## src/rtl/zol_pkg.sv

```systemverilog
package zol_pkg;
  // opcode value that marks the loop / replay instruction
  localparam logic [4:0] LOOP_OPC = 5'h0E;

  // what the issuing instruction does to the controller
  typedef enum logic [1:0] {
    ACT_PLAIN = 2'd0,
    ACT_DO    = 2'd1,
    ACT_REDO  = 2'd2,
    ACT_BODY  = 2'd3
  } act_e;
endpackage

```

## src/rtl/zol_rst_sync.sv

```systemverilog
module zol_rst_sync (
  input  logic clk,
  input  logic rst_n,
  output logic rst_sync_n
);
  logic meta_q;

  always_ff @(posedge clk or negedge rst_n) begin
    if (!rst_n) begin
      meta_q     <= 1'b0;
      rst_sync_n <= 1'b0;
    end else begin
      meta_q     <= 1'b1;
      rst_sync_n <= meta_q;
    end
  end
endmodule

```

## src/rtl/zol_decode.sv

```systemverilog
module zol_decode #(
  parameter int DW   = 16,
  parameter int NI_W = 4,
  parameter int K_W  = 7
) (
  input  logic [DW-1:0]   word_i,
  output logic            hit_o,
  output logic [NI_W-1:0] ni_o,
  output logic [K_W-1:0]  k_o
);
  import zol_pkg::*;

  localparam int OPC_LSB = NI_W + K_W;

  assign hit_o = (word_i[DW-1:OPC_LSB] == LOOP_OPC);
  assign ni_o  = word_i[OPC_LSB-1:K_W];
  assign k_o   = word_i[K_W-1:0];
endmodule

```

## src/rtl/zol_cache.sv

```systemverilog
module zol_cache #(
  parameter int DW    = 16,
  parameter int DEPTH = 15,
  parameter int IDX_W = 4
) (
  input  logic             clk,
  input  logic             we_i,
  input  logic [IDX_W-1:0] widx_i,
  input  logic [DW-1:0]    wdata_i,
  input  logic [IDX_W-1:0] ridx_i,
  output logic [DW-1:0]    rdata_o
);
  logic [DEPTH-1:0][DW-1:0] ents;

  // one enabled register per cache slot, no reset on storage
  for (genvar g = 0; g < DEPTH; g++) begin : g_ent
    logic [DW-1:0] ent_q;
    logic          ent_en;

    assign ent_en = we_i && (widx_i == IDX_W'(g));

    always_ff @(posedge clk) begin
      if (ent_en) begin
        ent_q <= wdata_i;
      end
    end

    assign ents[g] = ent_q;
  end

  always_comb begin
    rdata_o = '0;
    for (int i = 0; i < DEPTH; i++) begin
      if (ridx_i == IDX_W'(i)) begin
        rdata_o = ents[i];
      end
    end
  end
endmodule

```

## src/rtl/zol_seq.sv

```systemverilog
module zol_seq #(
  parameter int AW   = 16,
  parameter int NI_W = 4,
  parameter int K_W  = 7
) (
  input  logic            clk,
  input  logic            rst_n,
  input  logic            step_i,
  input  logic [AW-1:0]   pc_i,
  input  logic            hit_i,
  input  logic [NI_W-1:0] ni_i,
  input  logic [K_W-1:0]  k_i,
  output logic            active_o,
  output logic            first_o,
  output logic [NI_W-1:0] idx_o,
  output logic            cache_we_o,
  output logic [AW-1:0]   next_pc_o,
  output logic [1:0]      cycles_o
);
  import zol_pkg::*;

  // state registers
  logic            active_q, active_d;
  logic            first_q,  first_d;
  logic [NI_W-1:0] idx_q,    idx_d;
  logic [NI_W-1:0] len_q,    len_d;
  logic [K_W-1:0]  cnt_q,    cnt_d;
  logic [AW-1:0]   start_q,  start_d;
  logic [AW-1:0]   exit_q,   exit_d;

  act_e            act;
  logic            pass_end;
  logic            last_pass;
  logic [K_W-1:0]  cnt_load;
  logic [AW-1:0]   pc_inc;

  assign pc_inc    = pc_i + AW'(1);
  assign pass_end  = (idx_q == (len_q - NI_W'(1)));
  assign last_pass = (cnt_q == '0);
  // counter is tested after each pass, so load one less; zero still gives one pass
  assign cnt_load  = (k_i == '0) ? '0 : (k_i - K_W'(1));

  // classify the issuing instruction
  always_comb begin
    if (active_q) begin
      act = ACT_BODY;
    end else if (hit_i && (ni_i != '0)) begin
      act = ACT_DO;
    end else if (hit_i && (len_q != '0)) begin
      act = ACT_REDO;
    end else begin
      act = ACT_PLAIN;
    end
  end

  // next-state and fetch-address logic
  always_comb begin
    active_d   = active_q;
    first_d    = first_q;
    idx_d      = idx_q;
    len_d      = len_q;
    cnt_d      = cnt_q;
    start_d    = start_q;
    exit_d     = exit_q;
    next_pc_o  = pc_inc;
    cycles_o   = 2'd1;
    cache_we_o = 1'b0;

    unique case (act)
      ACT_DO: begin
        if (step_i) begin
          active_d = 1'b1;
          first_d  = 1'b1;
          idx_d    = '0;
          len_d    = ni_i;
          cnt_d    = cnt_load;
          start_d  = pc_inc;
          exit_d   = pc_inc + AW'(ni_i);
        end
      end
      ACT_REDO: begin
        next_pc_o = start_q;
        cycles_o  = 2'd2;
        if (step_i) begin
          active_d = 1'b1;
          first_d  = 1'b0;
          idx_d    = '0;
          cnt_d    = cnt_load;
          exit_d   = pc_inc;
        end
      end
      ACT_BODY: begin
        cache_we_o = step_i && first_q;
        if (pass_end) begin
          if (last_pass) begin
            next_pc_o = exit_q;
            if (step_i) begin
              active_d = 1'b0;
              first_d  = 1'b0;
            end
          end else begin
            next_pc_o = start_q;
            if (step_i) begin
              cnt_d   = cnt_q - K_W'(1);
              idx_d   = '0;
              first_d = 1'b0;
            end
          end
        end else if (step_i) begin
          idx_d = idx_q + NI_W'(1);
        end
      end
      default: begin
        // plain instruction: defaults already hold
      end
    endcase
  end

  // state registers
  always_ff @(posedge clk or negedge rst_n) begin
    if (!rst_n) begin
      active_q <= 1'b0;
      first_q  <= 1'b0;
      idx_q    <= '0;
      len_q    <= '0;
      cnt_q    <= '0;
      start_q  <= '0;
      exit_q   <= '0;
    end else begin
      active_q <= active_d;
      first_q  <= first_d;
      idx_q    <= idx_d;
      len_q    <= len_d;
      cnt_q    <= cnt_d;
      start_q  <= start_d;
      exit_q   <= exit_d;
    end
  end

  assign active_o = active_q;
  assign first_o  = first_q;
  assign idx_o    = idx_q;
endmodule

```

## src/rtl/zol_ctrl.sv

```systemverilog
module zol_ctrl #(
  parameter int DW   = 16,
  parameter int AW   = 16,
  parameter int NI_W = 4,
  parameter int K_W  = 7
) (
  input  logic          clk,
  input  logic          rst_n,
  input  logic          step_i,
  input  logic [AW-1:0] pc_i,
  input  logic [DW-1:0] mem_word_i,
  output logic [DW-1:0] exec_word_o,
  output logic          use_cache_o,
  output logic [AW-1:0] next_pc_o,
  output logic [1:0]    insn_cycles_o,
  output logic          busy_o
);
  localparam int DEPTH = (1 << NI_W) - 1;

  logic            rst_q_n;
  logic            dec_hit;
  logic [NI_W-1:0] dec_ni;
  logic [K_W-1:0]  dec_k;
  logic            active;
  logic            first;
  logic [NI_W-1:0] idx;
  logic            cache_we;
  logic [DW-1:0]   cache_rd;

  zol_rst_sync u_rst (
    .clk        (clk),
    .rst_n      (rst_n),
    .rst_sync_n (rst_q_n)
  );

  assign use_cache_o = active && !first;
  assign exec_word_o = use_cache_o ? cache_rd : mem_word_i;
  assign busy_o      = active;

  zol_decode #(.DW(DW), .NI_W(NI_W), .K_W(K_W)) u_dec (
    .word_i (exec_word_o),
    .hit_o  (dec_hit),
    .ni_o   (dec_ni),
    .k_o    (dec_k)
  );

  zol_seq #(.AW(AW), .NI_W(NI_W), .K_W(K_W)) u_seq (
    .clk        (clk),
    .rst_n      (rst_q_n),
    .step_i     (step_i),
    .pc_i       (pc_i),
    .hit_i      (dec_hit),
    .ni_i       (dec_ni),
    .k_i        (dec_k),
    .active_o   (active),
    .first_o    (first),
    .idx_o      (idx),
    .cache_we_o (cache_we),
    .next_pc_o  (next_pc_o),
    .cycles_o   (insn_cycles_o)
  );

  zol_cache #(.DW(DW), .DEPTH(DEPTH), .IDX_W(NI_W)) u_cache (
    .clk     (clk),
    .we_i    (cache_we),
    .widx_i  (idx),
    .wdata_i (mem_word_i),
    .ridx_i  (idx),
    .rdata_o (cache_rd)
  );
endmodule

```

## config.mk

```make
export PLATFORM = sky130hd
export DESIGN_NAME = zol_ctrl
export DESIGN_NICKNAME = d
export VERILOG_FILES = /design/src/rtl/zol_pkg.sv /design/src/rtl/zol_rst_sync.sv /design/src/rtl/zol_decode.sv /design/src/rtl/zol_cache.sv /design/src/rtl/zol_seq.sv /design/src/rtl/zol_ctrl.sv
export SDC_FILE = /design/constraint.sdc
export NUM_CORES = 1
export LEC_CHECK = 0
export BUFFER_PORTS_ARGS = -buffer_cell sky130_fd_sc_hd__buf_2
export CAP_MARGIN = 10
export CORE_MARGIN = 2
export CORE_UTILIZATION = 40
export CTS_CLUSTER_DIAMETER = 100
export CTS_CLUSTER_SIZE = 16
export DETAILED_ROUTE_END_ITERATION = 6
export SETUP_SLACK_MARGIN = 0.15
export SLEW_MARGIN = 20
export SYNTH_ARGS = -nofsm -noshare
export SYNTH_HDL_FRONTEND = slang
export SYNTH_HIERARCHICAL = 1
export SYNTH_SLANG_ARGS = --single-unit
```

## constraint.sdc

```tcl
create_clock -name clk -period 5.6 [get_ports clk]
set_input_delay 1.12 -clock clk [delete_from_list [all_inputs] [get_ports clk]]
set_output_delay 1.12 -clock clk [all_outputs]
set_load 0.005 [all_outputs]
```

==> results.md, run 1 <==
* Fraction of synthesized cell area in xor and xnor cells at 2.31%
* Slowest stage delay, CP at 0.56 ns
* Crit start category: register
* PnR worst setup slack at 0.260 ns
* Gr usage total at 20.9%
* Hold buffers post-CTS at 0
* Number of synthesized flops with an enable pin at 240
* Global-route wire length before repair at 57200 um
* Sw Pwr at 2.02 mW
* Die width at 190 um
* Fraction of the mapped netlist area in simple logic gates at 12.2%
* Max-capacitance violation count at 0
* Placed cell count at 1609
* Clock Root Buffer: sky130_fd_sc_hd__clkbuf_16
* Final core utilization at 45.3%
* Critical path's slowest cell: sky130_fd_sc_hd__dfrtp_4
* Seq/Total Area, Yosys at 61.1%
* Post-synthesis net count at 1160
* Number of rows in the core area at 68
* Maximum achievable frequency at 187 MHz
* Nets@finish at 1233
* Cell count after synthesis at 1115
* Largest family of logic cells by synthesized area: compound AO/OA/AOI/OAI gates
* Final clock period utilization by the worst path at 95.4%
* Min Tclk post-route at 5.34 ns
* Via count of the first global-routing pass at 9182
* Power share of the clock group at 25.0%
* Kind of end point of the critical path: primary output
* Multiplexer share of the synthesized area at 4.66%
* Clk sink count at 291
* Post-Synthesis Mean Instance Area at 12.4 um^2
* Count of buffer and inverter cells on the critical path at 3
* RD Place Congestion at 0.884
* Reg clk slew, reported paths at 0.08 ns
* Post-synth ARST share at 17.5%
* Synth cell types at 96
* Most common cell after layout, fill and taps aside: sky130_fd_sc_hd__edfxtp_1
* Ordered list of cells on the worst path: or3b_4, a21oi_4, a21oi_1, a222oi_1, a21oi_1, mux2_4, or4_4, nor2_2, nand2_1, a21boi_4, buf_4, clkbuf_16, nand3_1, o211ai_1, buf_2
* Power per cell area at 393 nW/um^2
* Final setup vio count at 0
* Worst slew pin tran at 0.969 ns
* Average wire length per cell after detail routing at 23.3 um
* Detailed Place HPWL at 25100 um
* Number of routed nets with antenna violations at 0
* Yosys warnings at 6
* Post-layout instance count excluding filler cells at 1659
* Congestion Overflow GR at 0
* Initial core utilization at 40.4%
* Pin count of the biggest net entering global routing at 50
* Vert. Die Dim at 190 um
* Internal cell power at 4.10 mW
* Post-placement worst setup slack at 0.588 ns
* Sw Share at 33.0%
* Setup repair after global routing missed its margin: false
* Worst EP required at 4.48 ns
* Iteration-0 DRC Markers at 1071
* Clock latency of the later-clocked register in the worst-skew pair at 0.52 ns
* TritonCTS clock tree: built
* Dominant delay contributor by cell family on the critical path: simple AND/OR/NAND/NOR gates
* Detailed-route vias per instance at 5.82
* Initial antenna violation count at 1
* CTS buffer count at 22
* Standard cell core area at 34400 um^2
* Cell area after layout at 15600 um^2
* Final count of pins violating max slew at 0
* Share of post-route cells with drive strength above 1 at 19.7%
* Final routed wirelength across all metal layers at 38700 um
* Synth-to-Final Area Change at 12.2%
* #FFs+latches synth at 291
* Top-level I/O count at 71
* Commonest non-fill, non-tap cells in the layout: sky130_fd_sc_hd__edfxtp_1, sky130_fd_sc_hd__nand2_1, sky130_fd_sc_hd__buf_2, sky130_fd_sc_hd__a21oi_1, sky130_fd_sc_hd__o21ai_0
* Logic pwr share at 31.9%
* Port Buffers at 70
* PnR Total Power at 6.12 mW
* Final setup skew at 0.0183 ns
* Area of the die at 36200 um^2
* DRC violation count after routing at 0
* Power share of the sequential group at 43.1%
* Hold crit path type: register to register
* Synth Area in Compound Gates at 14.5%
* Clock buffer depth at 3
* Run status: complete, no violations
* Post-DP Area at 14800 um^2
* Count of final hold-check violations at 0
* Category of the critical setup timing path: register to primary output
* Maximum fanout along the worst path at 16
* Maximum resistive drop on vdd at 0.237 mV
* H-tree depth at 1
* First drt pass iteration count at 7
* Arrival time of data at the critical path endpoint at 4.22 ns
* Static leakage power at 5.29 nW
* Worst slew slack as a fraction of its limit at 35.2%
* Total inserted antenna cells at 0
* Total negative slack at 0 ns
* Post-synthesis instance area at 13900 um^2
* Post-synth top flop: sky130_fd_sc_hd__edfxtp_1
* Hold Worst Slack at 0.355 ns
* Critical Path Most Common Cell: sky130_fd_sc_hd__a21oi_1
* Number of vias in the routed layout at 9651
* Adder-cell share of the synthesized area at 0.956%
-- registers in the layout (all words and copies together) (netlist names) --
signal               cells
u_cache/g_ent.ent_q    240
u_seq/exit_q            16
u_seq/start_q           16
u_seq/cnt_q              7
u_seq/idx_o              4
u_seq/len_q              4
u_rst/meta_q             1
u_rst/rst_sync_n         1
u_seq/active_o           1
u_seq/first_o            1
-- synth_stat cells (18+ instances only) --
cell type                  instances  share of area (%)
sky130_fd_sc_hd__mux2_2           22                1.8
sky130_fd_sc_hd__buf_4            24                1.3
sky130_fd_sc_hd__clkbuf_1         18               0.49
sky130_fd_sc_hd__a21oi_1          61                2.2
sky130_fd_sc_hd__nand3_1          46                1.7
sky130_fd_sc_hd__o21ai_0          61                2.2
sky130_fd_sc_hd__inv_1            21               0.57
sky130_fd_sc_hd__xnor2_1          19                1.2
sky130_fd_sc_hd__nor2_1           66                1.8
sky130_fd_sc_hd__o211ai_1         29                1.6
sky130_fd_sc_hd__dfrtp_1          51                9.2
sky130_fd_sc_hd__o22ai_1          33                1.5
sky130_fd_sc_hd__nand2b_1         23                1.0
sky130_fd_sc_hd__mux2i_1          23                1.7
sky130_fd_sc_hd__buf_2            27               0.97
sky130_fd_sc_hd__nand2_1          83                2.2
sky130_fd_sc_hd__nor3_1           20               0.72
sky130_fd_sc_hd__edfxtp_1        240                 52
-- power groups by stage --
| stage | sequential [mW] | clock [mW] | combinational, mW |
|---|---|---|---|
| 6_report | 2.64 | 1.53 | 1.95 |
| 5_1_grt | 2.66 | 1.64 | 2.10 |
| 4_1_cts | 2.64 | 1.56 | 1.86 |
| 3_5_place_dp | 2.70 | 0 | 1.83 |
| 3_3_place_gp | 2.69 | 0 | 1.82 |
| 2_1_floorplan | 2.64 | 0 | 1.34 |
-- final cells by class --
type,count,area (um^2)
Tap cell,455,569
Inverter,24,90.1
Fill cell,3173,18800
Clock inverter,1,16.3
Timing Repair Buffer,128,858
Multi-Input combinational cell,721,4900
Clock buffer,39,646
Sequential cell,291,8500
-- path summary, 6_finish.rpt --
| path | startpoint | endpoint | slack [ns] | cells past startpoint |
|---|---|---|---|---|
| max | u_seq/idx_o[1]$_DFFE_PN0P_ | next_pc_o[13] | 0.26 | 15 |
| max reg2reg | u_seq/idx_o[1]$_DFFE_PN0P_ | u_seq/exit_q[14]$_DFFE_PN0P_ | 0.97 | 18 |
| min | u_rst/meta_q$_DFF_PN0_ | u_rst/rst_sync_n$_DFF_PN0_ | 0.35 | 0 |
| max in group asynchronous | u_rst/rst_sync_n$_DFF_PN0_ | u_seq/idx_o[0]$_DFFE_PN0P_ | 4.67 | 1 |
| min in group asynchronous | rst_n | u_rst/meta_q$_DFF_PN0_ | 0.37 | 1 |
| min reg2reg | u_rst/meta_q$_DFF_PN0_ | u_rst/rst_sync_n$_DFF_PN0_ | 0.35 | 0 |
-- worst reg2reg max path, stage by stage, from the launching register on --
cell and delay (ns):
sky130_fd_sc_hd__dfrtp_4 0.56, sky130_fd_sc_hd__buf_4 0.20, sky130_fd_sc_hd__buf_4 0.18, sky130_fd_sc_hd__and2b_1 0.26
sky130_fd_sc_hd__o21ai_0 0.46, sky130_fd_sc_hd__a21oi_1 0.10, sky130_fd_sc_hd__a32oi_1 0.19, sky130_fd_sc_hd__o21ai_1 0.14
sky130_fd_sc_hd__mux2_4 0.29, sky130_fd_sc_hd__nand4b_1 0.10, sky130_fd_sc_hd__nor2_1 0.04, sky130_fd_sc_hd__buf_4 0.16
sky130_fd_sc_hd__nor2b_1 0.16, sky130_fd_sc_hd__nand2_2 0.20, sky130_fd_sc_hd__clkinv_1 0.32, sky130_fd_sc_hd__a221oi_2 0.53
sky130_fd_sc_hd__inv_1 0.12, sky130_fd_sc_hd__o31a_2 0.34, sky130_fd_sc_hd__o31ai_1 0.18
-- logic make-up after synthesis --
kind of cell / count (synthesis)
flops: 291
buf+inv: 103
other cells: 1
mux: 57
simple gates: 317
compound gates: 301
xor+xnor: 35
fa+ha+maj: 10
-- routing by layer --
layer	track usage, %	vias up	wire, um
met3	3.40	80	2840
met5	0.275	-	13
met4	7.27	2	1240
met2	33.1	389	17900
li1	-	4385	-
met1	29.3	4795	16700
-- what timing repair did --
| item | in CTS | in global routing |
|---|---|---|
| cloned | 0 | 1 |
| setup buffers | 1 | 8 |
| hold endpoints to repair | 0 | 0 |
| setup endpoints to repair | 16 | 17 |
| pin swaps | 1 | 2 |
| gates resized for setup | 1 | 15 |
Note: power is estimated with default switching activity, not from simulation.
==> inputs of run 2 (changes only) <==
Settings changed: PLACE_DENSITY set to 0.62.
==> results.md, run 2 (synthesized netlist as in run 1, its figures left out) <==
* Power share of the clock group at 24.7%
* Footprint of the flip-flops and latches at 8500 um^2
* Final count of pins violating max slew at 0
* Port Buffers at 70
* Count of final hold-check violations at 0
* Gr usage total at 20.3%
* Maximum achievable frequency at 187 MHz
* Arrival time of data at the critical path endpoint at 4.22 ns
* Clk sink count at 291
* Slowest stage delay, CP at 0.57 ns
* Global-route wire length before repair at 56300 um
* Clock buffer depth at 3
* Reg clk slew, reported paths at 0.08 ns
* Final setup vio count at 0
* Final clock period utilization by the worst path at 95.3%
* Static leakage power at 5.27 nW
* Cell area after layout at 15500 um^2
* Post-placement worst setup slack at 0.646 ns
* Ordered list of cells on the worst path: buf_16, nor3_1, a211o_1, o211ai_1, a222oi_1, a21oi_1, mux2_4, or4_1, nor2_2, nand2_1, a21boi_4, buf_6, inv_1, a221o_1, buf_2
* Register with the most flip-flops: u_cache/g_ent.ent_q
* Detailed-route vias per instance at 5.84
* Pin count of the biggest net entering global routing at 52
* Dominant delay contributor by cell family on the critical path: compound AO/OA/AOI/OAI gates
* Kind of end point of the critical path: primary output
* Power share of the sequential group at 43.7%
* FILL cells at 3170
* Crit start category: register
* RD Place Congestion at 0.847
* PnR worst setup slack at 0.261 ns
* Sw Share at 33.4%
* Initial core utilization at 40.4%
* TritonCTS clock tree: built
* Area of the die at 36200 um^2
* H-tree depth at 1
* Number of rows in the core area at 68
* Min Tclk post-route at 5.34 ns
* Initial antenna violation count at 1
* Flip-flop count of the largest register after layout at 240
* Number of routed nets with antenna violations at 0
* First drt pass iteration count at 5
* Max-capacitance violation count at 0
* Post-DP Area at 14700 um^2
* CTS buffer count at 22
* Worst Reg-to-Reg Cells at 17
* Iteration-0 DRC Markers at 933
* Detailed Place HPWL at 24000 um
* Synth-to-Final Area Change at 12.0%
* DRC violation count after routing at 0
* Standard cell core area at 34400 um^2
* Commonest non-fill, non-tap cells in the layout: sky130_fd_sc_hd__edfxtp_1, sky130_fd_sc_hd__nand2_1, sky130_fd_sc_hd__buf_2, sky130_fd_sc_hd__a21oi_1, sky130_fd_sc_hd__o21ai_0
* Hold buffers post-CTS at 0
* Total negative slack at 0 ns
* Internal cell power at 4.05 mW
* Sw Pwr at 2.03 mW
* Count of buffer and inverter cells on the critical path at 4
* Top-level I/O count at 71
* Setup slack, reg-to-reg at 0.97 ns
* Number of gates on the worst path with buffers counted at 15
* Clock latency of the later-clocked register in the worst-skew pair at 0.54 ns
* Final core utilization at 45.2%
* Maximum fanout along the worst path at 21
* Hold crit path type: input port to async pin
* Final routed wirelength across all metal layers at 37400 um
* Clock Root Buffer: sky130_fd_sc_hd__clkbuf_16
* Run status: complete, no violations
* Number of vias in the routed layout at 9662
* Via count of the first global-routing pass at 9202
* Worst slew pin tran at 0.920 ns
* Hold Worst Slack at 0.350 ns
* Maximum resistive drop on vdd at 0.245 mV
* Average wire length per cell after detail routing at 22.6 um
* Total inserted antenna cells at 0
* Final setup skew at 0.0271 ns
* Category of the critical setup timing path: register to primary output
* Combined area of the multi-input logic cells at 4880 um^2
* Worst slew slack as a fraction of its limit at 38.3%
* Setup repair after global routing missed its margin: false
* Die width at 190 um
* Biggest registers after layout: u_cache/g_ent.ent_q (240), u_seq/exit_q (16), u_seq/start_q (16)
* Vert. Die Dim at 190 um
* Critical path's slowest cell: sky130_fd_sc_hd__dfrtp_4
* Share of post-route cells with drive strength above 1 at 19.0%
* Nets@finish at 1228
* Most common cell after layout, fill and taps aside: sky130_fd_sc_hd__edfxtp_1
* Worst EP required at 4.48 ns
* Logic pwr share at 31.6%
* Power per cell area at 391 nW/um^2
* Congestion Overflow GR at 0
## run 2: cell types whose count changed in the layout (fill, tap and decap cells not counted), sizes merged
cell and delta:
buf -4, clkbuf -2, clkinv +1
## run 2: final timing paths
check                                                start                           end
worst min register to register      u_rst/meta_q$_DFF_PN0_    u_rst/rst_sync_n$_DFF_PN0_
worst min-delay path                                 rst_n    u_rst/rst_sync_n$_DFF_PN0_
worst max-delay path            u_seq/idx_o[1]$_DFFE_PN0P_                  next_pc_o[2]
worst max register to register  u_seq/idx_o[0]$_DFFE_PN0P_  u_seq/exit_q[14]$_DFFE_PN0P_
max in group asynchronous       u_rst/rst_sync_n$_DFF_PN0_    u_seq/idx_o[3]$_DFFE_PN0P_
min in group clk                    u_rst/meta_q$_DFF_PN0_    u_rst/rst_sync_n$_DFF_PN0_
## run 2: power by group through the flow
| stage | registers [mW] | clock network (mW) | logic (mW) |
|---|---|---|---|
| floorplan | 2.64 | 0 | 1.34 |
| global placement | 2.73 | 0 | 1.75 |
| detailed placement | 2.74 | 0 | 1.77 |
| CTS | 2.67 | 1.53 | 1.83 |
| global route | 2.67 | 1.60 | 2.08 |
| finish | 2.65 | 1.50 | 1.92 |
## run 2: per-layer routing
layer | routed length [um] | global-route usage [%] | part of all wire, % | up-vias
met5 | 11 | 0 | 0.029 | -
met4 | 1090 | 5.72 | 2.9 | 2
met3 | 2590 | 2.41 | 6.9 | 60
met2 | 17800 | 33.7 | 47 | 375
met1 | 16000 | 28.3 | 43 | 4846
li1 | - | - | - | 4379
## run 2: per-stage QoR
step                      power [mW]  cells
after floorplan                 3.98   1115
after global placement          4.49   1604
after detailed placement        4.51   1604
after CTS                       6.03   1646
after global routing            6.36   1654
final                           6.07   1654
## run 2: final cells by class
class | instances | share of cell area, %
Clock inverter | 2 | 0.209
Inverter | 24 | 0.580
Multi-Input combinational cell | 721 | 31.4
Clock buffer | 38 | 3.93
Timing Repair Buffer | 123 | 5.50
Tap cell | 455 | 3.66
Sequential cell | 291 | 54.7
## run 2: timing repair
action / CTS / global route
setup endpoints to repair: 12 / 17
cloned: 0 / 1
pin swaps: 1 / 2
resized for setup: 2 / 6
setup buffers: 2 / 7
